===== src/rtl/ras_pkg.sv =====
package ras_pkg;
  typedef struct packed {
    logic captureAll;
    logic scanWrite;
    logic addrShift;
  } rasStrobeT;
endpackage


===== src/rtl/ras_addr_dec.sv =====
module ras_addr_dec #(
  parameter int NUM_CELLS = 12,
  parameter int ADDR_W    = 4
) (
  input  logic [ADDR_W-1:0]    addr,
  output logic [NUM_CELLS-1:0] sel
);
  for (genvar i = 0; i < NUM_CELLS; i++) begin : gDec
    assign sel[i] = (addr == ADDR_W'(i));
  end
endmodule


===== src/rtl/ras_ctrl.sv =====
module ras_ctrl
  import ras_pkg::*;
#(
  parameter int NUM_CELLS = 12,
  parameter int ADDR_W    = 4
) (
  input  logic                 clk,
  input  logic                 rstN,
  input  logic                 clkEn,
  input  logic                 addrClkEn,
  input  logic                 testMode,
  input  logic                 addrIn,
  output rasStrobeT            strobe,
  output logic [NUM_CELLS-1:0] cellSel
);
  logic [ADDR_W-1:0] addrReg;
  logic [ADDR_W:0]   shiftVec;

  assign shiftVec = {addrReg, addrIn};

  always_ff @(posedge clk) begin
    if (!rstN)          addrReg <= '0;
    else if (addrClkEn) addrReg <= shiftVec[ADDR_W-1:0];
  end

  always_comb begin
    strobe.captureAll = clkEn && !testMode;
    strobe.scanWrite  = clkEn && testMode;
    strobe.addrShift  = addrClkEn;
  end

  ras_addr_dec #(.NUM_CELLS(NUM_CELLS), .ADDR_W(ADDR_W)) u_dec (
    .addr(addrReg),
    .sel (cellSel)
  );

  AST_ADDR_HOLD: assert property (@(posedge clk) disable iff (!rstN)
    !addrClkEn |=> $stable(addrReg));
  AST_SEL_ONEHOT: assert property (@(posedge clk) disable iff (!rstN)
    $onehot0(cellSel));
  AST_STROBE_EXCL: assert property (@(posedge clk) disable iff (!rstN)
    !(strobe.captureAll && strobe.scanWrite));
endmodule


===== src/rtl/ras_cells.sv =====
module ras_cells
  import ras_pkg::*;
#(
  parameter int NUM_CELLS = 12
) (
  input  logic                 clk,
  input  logic                 rstN,
  input  rasStrobeT            strobe,
  input  logic [NUM_CELLS-1:0] cellSel,
  input  logic [NUM_CELLS-1:0] funcD,
  input  logic                 scanIn,
  output logic [NUM_CELLS-1:0] cellQ,
  output logic                 scanOut
);
  for (genvar i = 0; i < NUM_CELLS; i++) begin : gCell
    always_ff @(posedge clk) begin
      if (!rstN)                                cellQ[i] <= 1'b0;
      else if (strobe.captureAll)               cellQ[i] <= funcD[i];
      else if (strobe.scanWrite && cellSel[i])  cellQ[i] <= scanIn;
    end
  end

  assign scanOut = |(cellSel & cellQ);

  AST_NORMAL_CAPTURE: assert property (@(posedge clk) disable iff (!rstN)
    strobe.captureAll |=> (cellQ == $past(funcD)));
  AST_SCAN_ONE_BIT: assert property (@(posedge clk) disable iff (!rstN)
    strobe.scanWrite |=> ($countones(cellQ ^ $past(cellQ)) <= 1));
  AST_IDLE_HOLD: assert property (@(posedge clk) disable iff (!rstN)
    !(strobe.captureAll || strobe.scanWrite) |=> $stable(cellQ));
  AST_NOSEL_ZERO: assert property (@(posedge clk) disable iff (!rstN)
    (cellSel == '0) |-> !scanOut);
endmodule


===== src/rtl/ras_array.sv =====
module ras_array
  import ras_pkg::*;
#(
  parameter int NUM_CELLS = 12
) (
  input  logic                 clk,
  input  logic                 rstN,
  input  logic                 clkEn,
  input  logic                 addrClkEn,
  input  logic                 testMode,
  input  logic                 addrIn,
  input  logic                 scanIn,
  input  logic [NUM_CELLS-1:0] funcD,
  output logic [NUM_CELLS-1:0] funcQ,
  output logic                 scanOut
);
  localparam int ADDR_W = (NUM_CELLS > 1) ? $clog2(NUM_CELLS) : 1;

  rasStrobeT            strobe;
  logic [NUM_CELLS-1:0] cellSel;

  ras_ctrl #(.NUM_CELLS(NUM_CELLS), .ADDR_W(ADDR_W)) u_ctrl (
    .clk(clk), .rstN(rstN), .clkEn(clkEn), .addrClkEn(addrClkEn),
    .testMode(testMode), .addrIn(addrIn), .strobe(strobe), .cellSel(cellSel)
  );

  ras_cells #(.NUM_CELLS(NUM_CELLS)) u_cells (
    .clk(clk), .rstN(rstN), .strobe(strobe), .cellSel(cellSel),
    .funcD(funcD), .scanIn(scanIn), .cellQ(funcQ), .scanOut(scanOut)
  );
endmodule


===== config.mk =====
export PLATFORM = sky130hd
export DESIGN_NAME = ras_array
export DESIGN_NICKNAME = d
export VERILOG_FILES = /design/src/rtl/ras_pkg.sv /design/src/rtl/ras_addr_dec.sv /design/src/rtl/ras_ctrl.sv /design/src/rtl/ras_cells.sv /design/src/rtl/ras_array.sv
export SDC_FILE = /design/constraint.sdc
export NUM_CORES = 1
export LEC_CHECK = 0
export ABC_AREA = 1
export ABC_CLOCK_PERIOD_IN_PS = 1450
export BUFFER_PORTS_ARGS = -buffer_cell sky130_fd_sc_hd__buf_2
export CAP_MARGIN = 40
export CORE_MARGIN = 2
export CORE_UTILIZATION = 50
export CTS_CLUSTER_SIZE = 24
export DETAILED_ROUTE_END_ITERATION = 8
export HOLD_SLACK_MARGIN = 0.12
export PLACE_DENSITY = 0.78
export RECOVER_POWER = 50
export SYNTH_ARGS = -nofsm -noshare
export SYNTH_HDL_FRONTEND = slang
export SYNTH_SLANG_ARGS = --single-unit

===== constraint.sdc =====
create_clock -name clk -period 1.45 [get_ports clk]
set_input_delay 0.145 -clock clk [delete_from_list [all_inputs] [get_ports clk]]
set_output_delay 0.145 -clock clk [all_outputs]
set_load 0.02 [all_outputs]

=== Word-level counts from Yosys, hierarchy flattened ===
Cells that the tools add are included.

* Bitwise operators: 1
* Reduce and logical (&&, ||, !) cells: 29
* Muxes and demuxes: 24
* Equal/unequal tests: 11

{| class="wikitable"
|+ Operators by type and width
! operator !! number
|-
| 1-bit two-way mux || 24
|-
| 2-bit nonzero test || 12
|-
| 4-bit by 3-bit == test with 1-bit output, second input constant || 4
|-
| 4-bit == test, second input constant || 4
|-
| 1-bit logical AND || 14
|-
| 12-bit bitwise AND || 1
|-
| 12-bit OR reduction || 1
|-
| 4-bit by 2-bit == test with 1-bit output, second input constant || 2
|-
| 4-bit by 1-bit == test with 1-bit output, second input constant || 1
|-
| 4-bit logical NOT || 1
|-
| 1-bit logical NOT || 1
|}

* Output and inout port bits: 13
* Logic and storage cells: 78
* Bits of input ports: 19
* Flip-flop bits (word level): 16

=== Logic depth before layout (Yosys ltp) ===
* Depth in word-level cells: 4
* Depth in mapped cells: 8
* Mapped depth without buffers: 8

=== Modules after synthesis ===
From an unflattened synthesis, not the netlist that was laid out.

* Cells, all modules: 193
* Area, all modules: 1159.9 µm²

{| class="wikitable"
|+ Modules (own cells, without submodules)
! module !! sequential area each (µm²) !! times used !! cells an instance !! area each (µm²)
|-
| ras_cells || 240.2 || 1 || 140 || 884.6
|-
| ras_ctrl || 80.1 || 1 || 30 || 188.9
|-
| ras_addr_dec || 0.0 || 1 || 23 || 86.3
|}

=== Worst setup path before layout ===
OpenSTA, ideal clock, no wires.

* Path kind: register to output
* From: register u_ctrl.addrReg[2]
* To: output scanOut
* Slack: 319 ps
* Data required time: 1305 ps
* Buffers on the path: 0
* Data arrival time: 986 ps
* Cell stages (with the launch flop): 7
* Path through: dfxtp_1 > inv_2 > nor2_4 > nand3_1 > nand2_1 > nor2_1 > nand3_1

* Cells in the longest elaborated chain, start to end: 3
* Elaborated cells between the ends (all ways): 14
* Classes of those cells: eq/ne (11); bitwise (1); reduce/logical (2)

{| class="wikitable"
|+ Ends and longest elaborated chain
! element !! RTL line !! source
|-
| start, declared || ras_ctrl.sv:16 || <nowiki>logic [ADDR_W-1:0] addrReg;</nowiki>
|-
| start signal, assigned || ras_ctrl.sv:23 || <nowiki>else if (addrClkEn) addrReg <= shiftVec[ADDR_W-1:0];</nowiki>
|-
| 4-bit by 1-bit == test with 1-bit output (tied with other cells) || ras_addr_dec.sv:9 || <nowiki>assign sel[i] = (addr == ADDR_W'(i));</nowiki>
|-
| 12-bit bitwise AND * || ras_cells.sv:23 || <nowiki>assign scanOut = |(cellSel & cellQ);</nowiki>
|-
| 12-bit OR reduction * || ras_cells.sv:23 ||
|-
| end, declared || ras_array.sv:15 || <nowiki>output logic scanOut</nowiki>
|}

Every way passes the cells marked *; elsewhere a longest branch is shown, timed or not.

=== Final worst setup path ===
Same ends and word-level chain as after synthesis.

==> impl_metrics.json <==
{
  "final-max-slew-violation-count": 0,
  "synth_top_flop_cell": "dfxtp_1",
  "top_post_synthesis_cells_by_count": "46 x nand2_1, 34 x nand3_1, 18 x nor2_1, 16 x dfxtp_1, 14 x a21oi_1",
  "grt_first_pass_wirelength_mm": 4.422,
  "maxClockFrequency_mhz": 655.7,
  "detail_route.wl_per_cell_um": 11.40,
  "met2RoutedLength_mm": 1.221,
  "antenna_violations_before_repair": 0,
  "synthCells": 165,
  "cell_breakdown_of_the_critical_path": "inv_4, nor2_4, nand3_1, nand2_1, nor2_1, nand3_1, buf_6",
  "fp.dieW_um": 49.38,
  "final_setup_slack_of_the_worst_path_ns": -0.07510,
  "placement.cell_area_mm2": 0.001184,
  "drt_pass1_iterations": 4,
  "grt_util_all_layers": 0.2326,
  "cellLeakagePower_nw": 0.6257,
  "clk_root_buffer_cell": "clkbuf_4",
  "yosys.cell_count.top_type": "nand2_1",
  "design.die.area_mm2": 0.002438,
  "power.density_mw_per_mm2": 803.3,
  "pin_count_of_the_biggest_net_entering_global_routing": 21,
  "routed_via_density": 5.107,
  "cts_max_level": 1,
  "timing.critical_path.mode_cell": "nand3_1",
  "routed-wl-met3_um": 132,
  "critical_path.slowest_cell": "dfxtp_4",
  "floorplan.die.height_um": 49.38,
  "cts_tree": "yes",
  "timing.clock.skew_ns": 0.002342,
  "seqPwrFrac": 0.494,
  "via_count_of_the_first_global_routing_pass": 1034,
  "switching_power_mw": 0.3541,
  "detailroute.via_count": 1144,
  "cell_internal_pwr_mw": 0.6760,
  "worst_path_buf_inv": 2,
  "synth.top_cells.by_area": "dfxtp_1 31%, nand2_1 17%, nand3_1 17%",
  "ys_ff_latch": 16,
  "floorplan.io_pins": 32,
  "hpwlAfterDp_mm": 1.881,
  "setup.worst_path.start_class": "register",
  "finish.cell_count_without_fillers": 224,
  "synth.net_count": 184,
  "clkPwrFrac": 0.227,
  "final_hold_viol_count": 0,
  "path_delay_family": "simple AND/OR/NAND/NOR gates",
  "outcome": "finished with violations",
  "max_slew_margin": 0.7869,
  "netlist_area_mm2": 0.001030,
  "design.core.area_mm2": 0.001962,
  "placementRows": 16,
  "place_inst": 217,
  "seq_area_frac_synth": 0.3111,
  "area_growth_pct": 24.54,
  "fin_total_pwr_mw": 1.030,
  "n_antenna_cell": 0,
  "synthDominantAreaCellType": "dfxtp_1",
  "gp_congestion": 0.8205,
  "timing.critical_path.slowest_cell_delay_ns": 0.41,
  "drt_wl_total_mm": 2.553,
  "crit_required_ns": 1.31,
  "path_clk_slew_ns": 0.09,
  "top_signal_layer_used": "met4",
  "critical_path.max_fanout": 7,
  "synth_edf_count": 0,
  "synth_largest_type_area_fraction": 0.3111,
  "power.combinational.fraction": 0.279,
  "yosys_warnings": 0,
  "netlist-cell-type-count": 16,
  "avg_cell_area_syn_um2": 6.241,
  "end_kind": "output port",
  "antenna_violating_nets_post_route": 0,
  "stdcell_area_mm2": 0.001282,
  "min_period_ns": 1.525,
  "numPortBuffers": 31,
  "worst_ir_drop_vdd_v": 0.0003815,
  "max_cap_violations": 0,
  "tritoncts_num_sinks": 16,
  "numCtsBuffers": 3,
  "clk_latency_ns": 0.28,
  "drt_iter0_markers": 30,
  "rsz0062_at_grt": "true",
  "asr_flop_ratio_synth": 0,
  "violations": "setup timing",
  "ctsLongestPathBuffers": 2,
  "timing_worst_setup_path_type": "reg2out",
  "power.switching_fraction": 0.3438,
  "fin_crit_sh": 1.052,
  "start_util": 0.5249,
  "setup_tns_ns": -0.07510,
  "transition_time_at_the_pin_with_the_least_slew_margin_ns": 0.3189,
  "worst_hold_slack_ns": 0.2133,
  "fraction_of_layout_cells_with_a_size_suffix_above_1": 0.2234,
  "wl_met1_mm": 1.159,
  "hold_path_class": "in2reg",
  "finalNetCount": 218,
  "report.final.setup_viol": 1,
  "drc": 0,
  "grt-ovfl-total": 0,
  "critPathArrivalTime_ns": 1.38
}
per-layer routing:
layer / vias to the layer above / track usage
li1: 605 / -
met1: 492 / 0.3092
met2: 43 / 0.4009
met3: 4 / 0.01840
met4: 0 / 0.06944
met5: - / 0
power groups by stage:
| stage | sequential (mW) | combinational (mW) | clock [mW] |
|---|---|---|---|
| after global routing | 0.514 | 0.323 | 0.253 |
| after floorplan | 0.539 | 0.160 | 0 |
| after global placement | 0.512 | 0.264 | 0 |
| after detailed placement | 0.514 | 0.269 | 0 |
| after CTS | 0.508 | 0.291 | 0.236 |
| final | 0.509 | 0.288 | 0.233 |
per-stage QoR:
step | util | setup WS [ns]
6_report | 0.6537 | -0.07510
5_1_grt | 0.6537 | -0.1664
4_1_cts | 0.6556 | -0.03607
3_5_place_dp | 0.6033 | 0.1664
3_3_place_gp | 0.6033 | 0.1764
2_1_floorplan | - | 0.3191
cell type report:
class / instances / area [µm²]
Fill cell: 208 / 679.4
Timing Repair Buffer: 36 / 197.7
Inverter: 11 / 46.29
Sequential cell: 16 / 332.8
Clock buffer: 3 / 22.52
Multi-Input combinational cell: 131 / 649.4
Tap cell: 27 / 33.78
worst register-to-register path: stages (launching register included):
cell and delay, ns:
dfxtp_4 0.39, o21ai_2 0.11, a21oi_1 0.05, dlygate4sd3_1 0.55
timing repair:
item,in CTS,in global routing
hold buffers,3,0
endpoints found under the hold margin,2,0
pin swaps,3,1
setup buffers,2,0
resized for setup,13,6
endpoints found under the setup margin,1,2
registers in the layout (all words and copies together) (netlist names):
signal,flops
u_cells.cellQ,12
u_ctrl.addrReg,4
logic make-up after synthesis:
group | share of synthesized area
and+or+nand+nor | 0.5200
AOI/OAI and AO/OA | 0.08749
buffers and inverters | 0.08141
DFF | 0.3111
placed cells by master, fill, tap and decap left out:
cell and n:
clkbuf_4 3, inv_1 5, buf_6 1, o21ai_2 1, dfxtp_4 3, nand3_2 2, buf_2 18, nand3b_1 9
dfxtp_2 1, nand3_1 32, nor2_1 18, inv_4 2, buf_4 3, clkbuf_1 11, nor2_4 6, a21oi_1 14
dlymetal6s4s_1 1, inv_2 4, dfxtp_1 12, dlygate4sd3_1 2, nand2_1 46, o21ai_0 3
path summary, 6_finish.rpt:
check | from | end | slack, ns | depth (start not counted)
min reg2reg | u_ctrl.addrReg[2] | u_ctrl.addrReg[3] | 0.55 | 2
min | funcD[11] | u_cells.cellQ[11] | 0.21 | 5
max | u_ctrl.addrReg[2] | scanOut | -0.08 | 7
max reg2reg | u_ctrl.addrReg[0] | u_ctrl.addrReg[0] | 0.25 | 3
No activity file was read; power rests on OpenSTA's default activity.
